==> src/rtl/seq_pkg.sv <==
package seq_pkg;
  localparam int unsigned INST_BYTES = 8;
  localparam int unsigned ARG_UPD_BIT  = 31;
  localparam int unsigned ARG_WAIT_BIT = 15;
  localparam int unsigned ARG_IRQ_BIT  = 0;

  typedef enum logic [7:0] {
    OP_MASK  = 8'h02,
    OP_WRITE = 8'h04,
    OP_JUMP  = 8'h10,
    OP_WAIT  = 8'h20,
    OP_END   = 8'h40
  } op_e;

  typedef struct packed {
    logic [7:0]  op;
    logic [7:0]  subsys;
    logic [15:0] ofs;
    logic [31:0] arg;
  } inst_t;

  typedef enum logic [2:0] {
    S_IDLE, S_FETCH, S_EXEC, S_WAIT, S_DONE, S_ERR
  } state_e;

  function automatic logic is_op(logic [7:0] raw, op_e op);
    return raw == 8'(op);
  endfunction

  function automatic logic ev_in_range(logic [15:0] ev, int unsigned n);
    return {16'b0, ev} < 32'(n);
  endfunction
endpackage

==> src/rtl/seq_decode.sv <==
module seq_decode
  import seq_pkg::*;
#(
  parameter int unsigned NUM_EVENTS = 1024
) (
  input  inst_t inst,
  output logic  is_mask,
  output logic  is_write,
  output logic  is_jump,
  output logic  is_wait,
  output logic  is_end,
  output logic  ev_ok,
  output logic  upd,
  output logic  wt,
  output logic  irq_req
);
  always_comb begin
    is_mask  = is_op(inst.op, OP_MASK);
    is_write = is_op(inst.op, OP_WRITE);
    is_jump  = is_op(inst.op, OP_JUMP);
    is_wait  = is_op(inst.op, OP_WAIT);
    is_end   = is_op(inst.op, OP_END);
    ev_ok    = ev_in_range(inst.ofs, NUM_EVENTS);
    upd      = inst.arg[ARG_UPD_BIT];
    wt       = inst.arg[ARG_WAIT_BIT];
    irq_req  = inst.arg[ARG_IRQ_BIT];
  end
endmodule

==> src/rtl/seq_event_flags.sv <==
module seq_event_flags #(
  parameter int unsigned NUM_EVENTS = 1024,
  localparam int unsigned EV_W = $clog2(NUM_EVENTS)
) (
  input  logic                  clk,
  input  logic                  rst_n,
  input  logic [NUM_EVENTS-1:0] set_pulse,
  input  logic                  clr_en,
  input  logic [EV_W-1:0]       clr_idx,
  output logic [NUM_EVENTS-1:0] flags
);
  for (genvar g = 0; g < NUM_EVENTS; g++) begin : g_flag
    logic clr_here;
    assign clr_here = clr_en && (clr_idx == EV_W'(g));
    always_ff @(posedge clk or negedge rst_n) begin
      if (!rst_n) flags[g] <= 1'b0;
      else        flags[g] <= set_pulse[g] | (flags[g] & ~clr_here);
    end
  end
endmodule

==> src/rtl/cmd_seq.sv <==
module cmd_seq
  import seq_pkg::*;
#(
  parameter int unsigned ADDR_W     = 32,
  parameter int unsigned NUM_EVENTS = 1024
) (
  input  logic                  clk,
  input  logic                  rst_n,
  input  logic                  start,
  input  logic [ADDR_W-1:0]     start_addr,
  output logic                  fetch_valid,
  output logic [ADDR_W-1:0]     fetch_addr,
  input  logic                  fetch_ready,
  input  logic [63:0]           fetch_data,
  output logic                  wr_valid,
  output logic [7:0]            wr_subsys,
  output logic [15:0]           wr_offset,
  output logic [31:0]           wr_data,
  output logic [31:0]           wr_mask,
  input  logic [NUM_EVENTS-1:0] event_pulse,
  output logic                  done,
  output logic                  error,
  output logic                  irq
);
  localparam int unsigned EV_W = $clog2(NUM_EVENTS);

  state_e              state_q, state_d;
  logic [ADDR_W-1:0]   pc_q, pc_d;
  inst_t               inst_q, inst_d;
  logic [31:0]         mask_q, mask_d;
  logic                irq_q, irq_d;

  logic d_mask, d_write, d_jump, d_wait, d_end, d_ev_ok, d_upd, d_wt, d_irq;
  logic [NUM_EVENTS-1:0] ev_flags;
  logic                  ev_clr_en;
  logic [EV_W-1:0]       ev_clr_idx;
  logic                  flag_hit;
  logic [ADDR_W-1:0]     pc_seq, pc_jmp;

  seq_decode #(.NUM_EVENTS(NUM_EVENTS)) u_dec (
    .inst(inst_q), .is_mask(d_mask), .is_write(d_write), .is_jump(d_jump),
    .is_wait(d_wait), .is_end(d_end), .ev_ok(d_ev_ok), .upd(d_upd),
    .wt(d_wt), .irq_req(d_irq)
  );

  seq_event_flags #(.NUM_EVENTS(NUM_EVENTS)) u_flags (
    .clk(clk), .rst_n(rst_n), .set_pulse(event_pulse),
    .clr_en(ev_clr_en), .clr_idx(ev_clr_idx), .flags(ev_flags)
  );

  assign ev_clr_idx = inst_q.ofs[EV_W-1:0];
  assign flag_hit   = ev_flags[ev_clr_idx];
  assign pc_seq     = pc_q + ADDR_W'(INST_BYTES);
  assign pc_jmp     = pc_q + ADDR_W'($signed(inst_q.arg));

  always_comb begin
    state_d   = state_q;
    pc_d      = pc_q;
    inst_d    = inst_q;
    mask_d    = mask_q;
    irq_d     = 1'b0;
    ev_clr_en = 1'b0;
    unique case (state_q)
      S_IDLE, S_DONE, S_ERR: begin
        if (start) begin
          state_d = S_FETCH;
          pc_d    = start_addr;
          mask_d  = '1;
        end
      end
      S_FETCH: begin
        if (fetch_ready) begin
          inst_d  = inst_t'(fetch_data);
          state_d = S_EXEC;
        end
      end
      S_EXEC: begin
        if (d_mask) begin
          mask_d  = inst_q.arg;
          pc_d    = pc_seq;
          state_d = S_FETCH;
        end else if (d_write) begin
          mask_d  = '1;
          pc_d    = pc_seq;
          state_d = S_FETCH;
        end else if (d_jump) begin
          pc_d    = pc_jmp;
          state_d = S_FETCH;
        end else if (d_wait && d_ev_ok) begin
          if (d_wt) begin
            state_d = S_WAIT;
          end else begin
            ev_clr_en = d_upd;
            pc_d      = pc_seq;
            state_d   = S_FETCH;
          end
        end else if (d_end) begin
          irq_d   = d_irq;
          state_d = S_DONE;
        end else begin
          state_d = S_ERR;
        end
      end
      S_WAIT: begin
        if (flag_hit) begin
          ev_clr_en = d_upd;
          pc_d      = pc_seq;
          state_d   = S_FETCH;
        end
      end
      default: state_d = S_IDLE;
    endcase
  end

  always_ff @(posedge clk or negedge rst_n) begin
    if (!rst_n) begin
      state_q <= S_IDLE;
      pc_q    <= '0;
      inst_q  <= '0;
      mask_q  <= '1;
      irq_q   <= 1'b0;
    end else begin
      state_q <= state_d;
      pc_q    <= pc_d;
      inst_q  <= inst_d;
      mask_q  <= mask_d;
      irq_q   <= irq_d;
    end
  end

  assign fetch_valid = (state_q == S_FETCH);
  assign fetch_addr  = pc_q;
  assign wr_valid    = (state_q == S_EXEC) && d_write;
  assign wr_subsys   = inst_q.subsys;
  assign wr_offset   = inst_q.ofs;
  assign wr_data     = inst_q.arg;
  assign wr_mask     = mask_q;
  assign done        = (state_q == S_DONE);
  assign error       = (state_q == S_ERR);
  assign irq         = irq_q;
endmodule

==> config.mk <==
export PLATFORM = sky130hd
export DESIGN_NAME = cmd_seq
export DESIGN_NICKNAME = d
export VERILOG_FILES = /design/src/rtl/seq_pkg.sv /design/src/rtl/seq_decode.sv /design/src/rtl/seq_event_flags.sv /design/src/rtl/cmd_seq.sv
export SDC_FILE = /design/constraint.sdc
export NUM_CORES = 2
export LEC_CHECK = 0
export ABC_AREA = 1
export ABC_CLOCK_PERIOD_IN_PS = 3000
export BUFFER_PORTS_ARGS = -buffer_cell sky130_fd_sc_hd__clkbuf_2
export CORE_MARGIN = 2
export CORE_UTILIZATION = 25
export CTS_BUF_LIST = sky130_fd_sc_hd__clkbuf_16
export DETAILED_ROUTE_END_ITERATION = 6
export PLACE_DENSITY_LB_ADDON = 0.1
export SETUP_SLACK_MARGIN = 0.15
export SYNTH_ARGS = -nofsm -noshare
export SYNTH_HDL_FRONTEND = slang
export SYNTH_SLANG_ARGS = --single-unit
==> constraint.sdc <==
create_clock -name clk -period 3 [get_ports clk]
set_input_delay 0.15 -clock clk [delete_from_list [all_inputs] [get_ports clk]]
set_output_delay 0.15 -clock clk [all_outputs]
set_load 0.005 [all_outputs]
==> results.sh <==
export IMPL_outcome="finished with violations"
export IMPL_violations="setup timing"
export IMPL_crit_required_ps=3720
export IMPL_grt_setup_unrepaired="true"
export IMPL_synth_edf_count=0
export IMPL_grt_max_degree=107
export IMPL_crit_fanout=10
export IMPL_worst_pin_slew_ps=999.5
export IMPL_clkSinkCount=1156
export IMPL_maxCapViolCount=0
export IMPL_clk_path_buf_depth=3
export IMPL_r2r_setup_slack_ps=-830
export IMPL_drv_slew=0
export IMPL_core_sq_um=264600
export IMPL_cts_tree="yes"
export IMPL_viasPerCell=4.652
export IMPL_hold_violations=0
export IMPL_yosysSeqAreaShare=0.4367
export IMPL_final_instance_count_excl_fill=17050
export IMPL_yosys_top_cells_count="nand2_1, nor2_1, inv_1"
export IMPL_post_route_min_period_ps=3835
export IMPL_hpwl_mm=312.4
export IMPL_leakagePower_nw=55.32
export IMPL_grt_pass1_vias=78870
export IMPL_maxSlewHeadroom=0.3337
export IMPL_first_pass_iters=5
export IMPL_synthArstFlopShare=1.000
export IMPL_syn_to_final_growth_pct=55.96
export IMPL_synthTopCellsByArea="dfrtp_1, nand2_1, nor2_1"
export IMPL_die_height_um=519.1
export IMPL_grt_ovfl_total=0
export IMPL_clock_latency_ps=830
export IMPL_num_vias=79290
export IMPL_synth_top_area_cell="dfrtp_1"
export IMPL_synth_nets=11650
export IMPL_synth_top_area_frac=0.4240
export IMPL_synth_area_sq_um=66330
export IMPL_fmax_ghz=0.2608
export IMPL_power_density_nw_per_um2=763.0
export IMPL_holdWs_ps=49.61
export IMPL_cts_root_buf="clkbuf_16"
export IMPL_worst_slack_ps=-834.9
export IMPL_endpoint_kind="flop"
export IMPL_place_inst=15470
export IMPL_numCtsBuffers=156
export IMPL_layout_drive_gt1_share=0.2183
export IMPL_htree_levels=4
export IMPL_wirelength_mm=420.9
export IMPL_path_class="flop to flop"
export IMPL_start_kind="flop"
export IMPL_hold_path_class="input port to flop"
export IMPL_port_buffers=1248
export IMPL_ys_flop_type="dfrtp_1"
export IMPL_crit_arrival_ps=4560
export IMPL_dieArea_sq_um=269500
export IMPL_clk_pin_slew_ps=60
export IMPL_yosysWarnings=0
export IMPL_ant_nets=0
export IMPL_ioPinCount=1249
export IMPL_die_w_um=519.1
export IMPL_antenna_found_initial=88
export IMPL_grt_usage=0.2965
export IMPL_synthMostInstantiatedCell="nand2_1"
export IMPL_drcViolationCount=0
export IMPL_synth_cell_type_count=48
export IMPL_num_rows=189
export IMPL_grt_pass1_wl_mm=576.0
export IMPL_final_nets=14520
export IMPL_fin_crit_sh=1.278
export IMPL_synthCells=10500
export IMPL_avgRoutedWirePerCell_um=24.69
export IMPL_drtIter0Drc=6669
export IMPL_post_route_util=0.3910
export IMPL_finalSetupViolations=1060
export IMPL_fin_skew_ps=57.57
export IMPL_ys_ff_latch=1156
export IMPL_place_gp_congestion=0.9163
export IMPL_peakVddDrop_mv=0.6735
export IMPL_start_util=0.2507
export IMPL_avgSynthCellArea_sq_um=6.320
## cell families after synthesis
group / Yosys count / synth area share
AOI/OAI and AO/OA: 333 / 0.02837
xor gates and xnor gates: 32 / 0.004225
adders and majority gates: 33 / 0.006338
and+or+nand+nor: 7208 / 0.4151
buffers and inverters: 1696 / 0.1028
DFF: 1156 / 0.4367
muxes: 38 / 0.006451
## power by group
part | switching (mW) | total, mW | internal (mW)
combinational | 27.9 | 43.5 | 15.7
sequential | 1.02 | 17.3 | 16.3
clock | 8.07 | 18.1 | 10.0
total | 36.9 | 78.9 | 42.0
## critical path: stages (launching register included)
cell,delay (ps)
dfrtp_4,480
buf_12,190
nor2_4,60
buf_4,150
buf_12,150
buf_12,170
nand2_1,60
nand4_1,150
nand2_1,100
nand2_1,90
nor2_4,150
buf_4,150
nor2_1,50
nor2_2,140
nand3_2,110
buf_6,140
o21bai_4,150
nand2_4,70
o21ai_2,140
buf_6,130
nand2_8,110
buf_12,190
clkbuf_16,190
clkbuf_16,190
nand2_4,60
nand2_2,40
nand2_1,60
## final timing paths
| check | endpoint | cells after the start | from |
|---|---|---|---|
| min in group asynchronous | u_flags.flags[552] | 3 | rst_n |
| max in group asynchronous | u_flags.flags[639] | 4 | rst_n |
| hold reg to reg | u_flags.flags[944] | 2 | u_flags.flags[944] |
| setup / recovery | u_flags.flags[717] | 26 | wr_offset[0] |
| hold / removal | u_flags.flags[617] | 4 | event_pulse[617] |
| setup reg to reg | u_flags.flags[717] | 26 | wr_offset[0] |
## registers in the layout, indices dropped and copies added (netlist names)
name and flops:
wr_subsys 8, wr_offset 16, wr_mask 32, fetch_addr 32
u_flags.flags 1024, inst_q 8, state_q 3, wr_data 32
irq 1
## routing by layer
layer | track usage | share of wire | vias to the layer above
met2 | 0.4559 | 0.44 | 3081
met1 | 0.4136 | 0.45 | 38760
li1 | - | - | 36790
met3 | 0.04444 | 0.063 | 626
met4 | 0.1223 | 0.047 | 26
met5 | 0 | 0.00041 | -
## per-stage QoR
step | instance area (sq um) | setup slack, ps | setup TNS, ps | total power [mW]
detailed placement | 82270 | -1454 | -1083620 | 55.87
floorplan | 66330 | 285.3 | 0 | 35.28
CTS | 98850 | -903.3 | -831090 | 76.30
global route | 103400 | -976.3 | -942260 | 82.91
global placement | 82270 | -1537 | -1157660 | 55.98
finish | 103500 | -834.9 | -778260 | 78.93
## layout make-up
| cell class | instances | area [sq um] |
|---|---|---|
| Fill cell | 28330 | 161200 |
| Antenna cell | 37 | 92.59 |
| Tap cell | 3533 | 4420 |
| Clock inverter | 120 | 838.3 |
| Inverter | 1162 | 4392 |
| Sequential cell | 1156 | 28980 |
| Clock buffer | 156 | 3904 |
| Timing Repair Buffer | 3238 | 27890 |
| Multi-Input combinational cell | 7644 | 32940 |
## timing repair
| action | in CTS | in global routing |
|---|---|---|
| resized for setup | 47 | 782 |
| hold endpoints to repair | 1516 | 0 |
| gates cloned | 2 | 76 |
| pin swaps | 6 | 142 |
| setup buffers | 15 | 23 |
| setup endpoints to repair | 1060 | 1061 |
| hold buffers | 1146 | 0 |
## layout by cell type (no fill, tap or decap), drive strengths merged, types with 7 or more instances in the layout
cell / n
dfstp: 32
o22a: 19
nand4: 40
o21bai: 9
nor2: 1306
dlygate4sd3: 1146
xnor2: 17
nor3: 25
dfrtp: 1124
nand2: 5587
inv: 1206
clkinv: 67
nand3: 229
ha: 32
o21ai: 128
nor4: 10
buf: 783
a21oi: 132
mux2: 38
o211ai: 7
xor2: 15
diode: 37
a221oi: 7
clkbuf: 1463
bufinv: 7
Note: power is estimated with default switching activity, not from simulation.
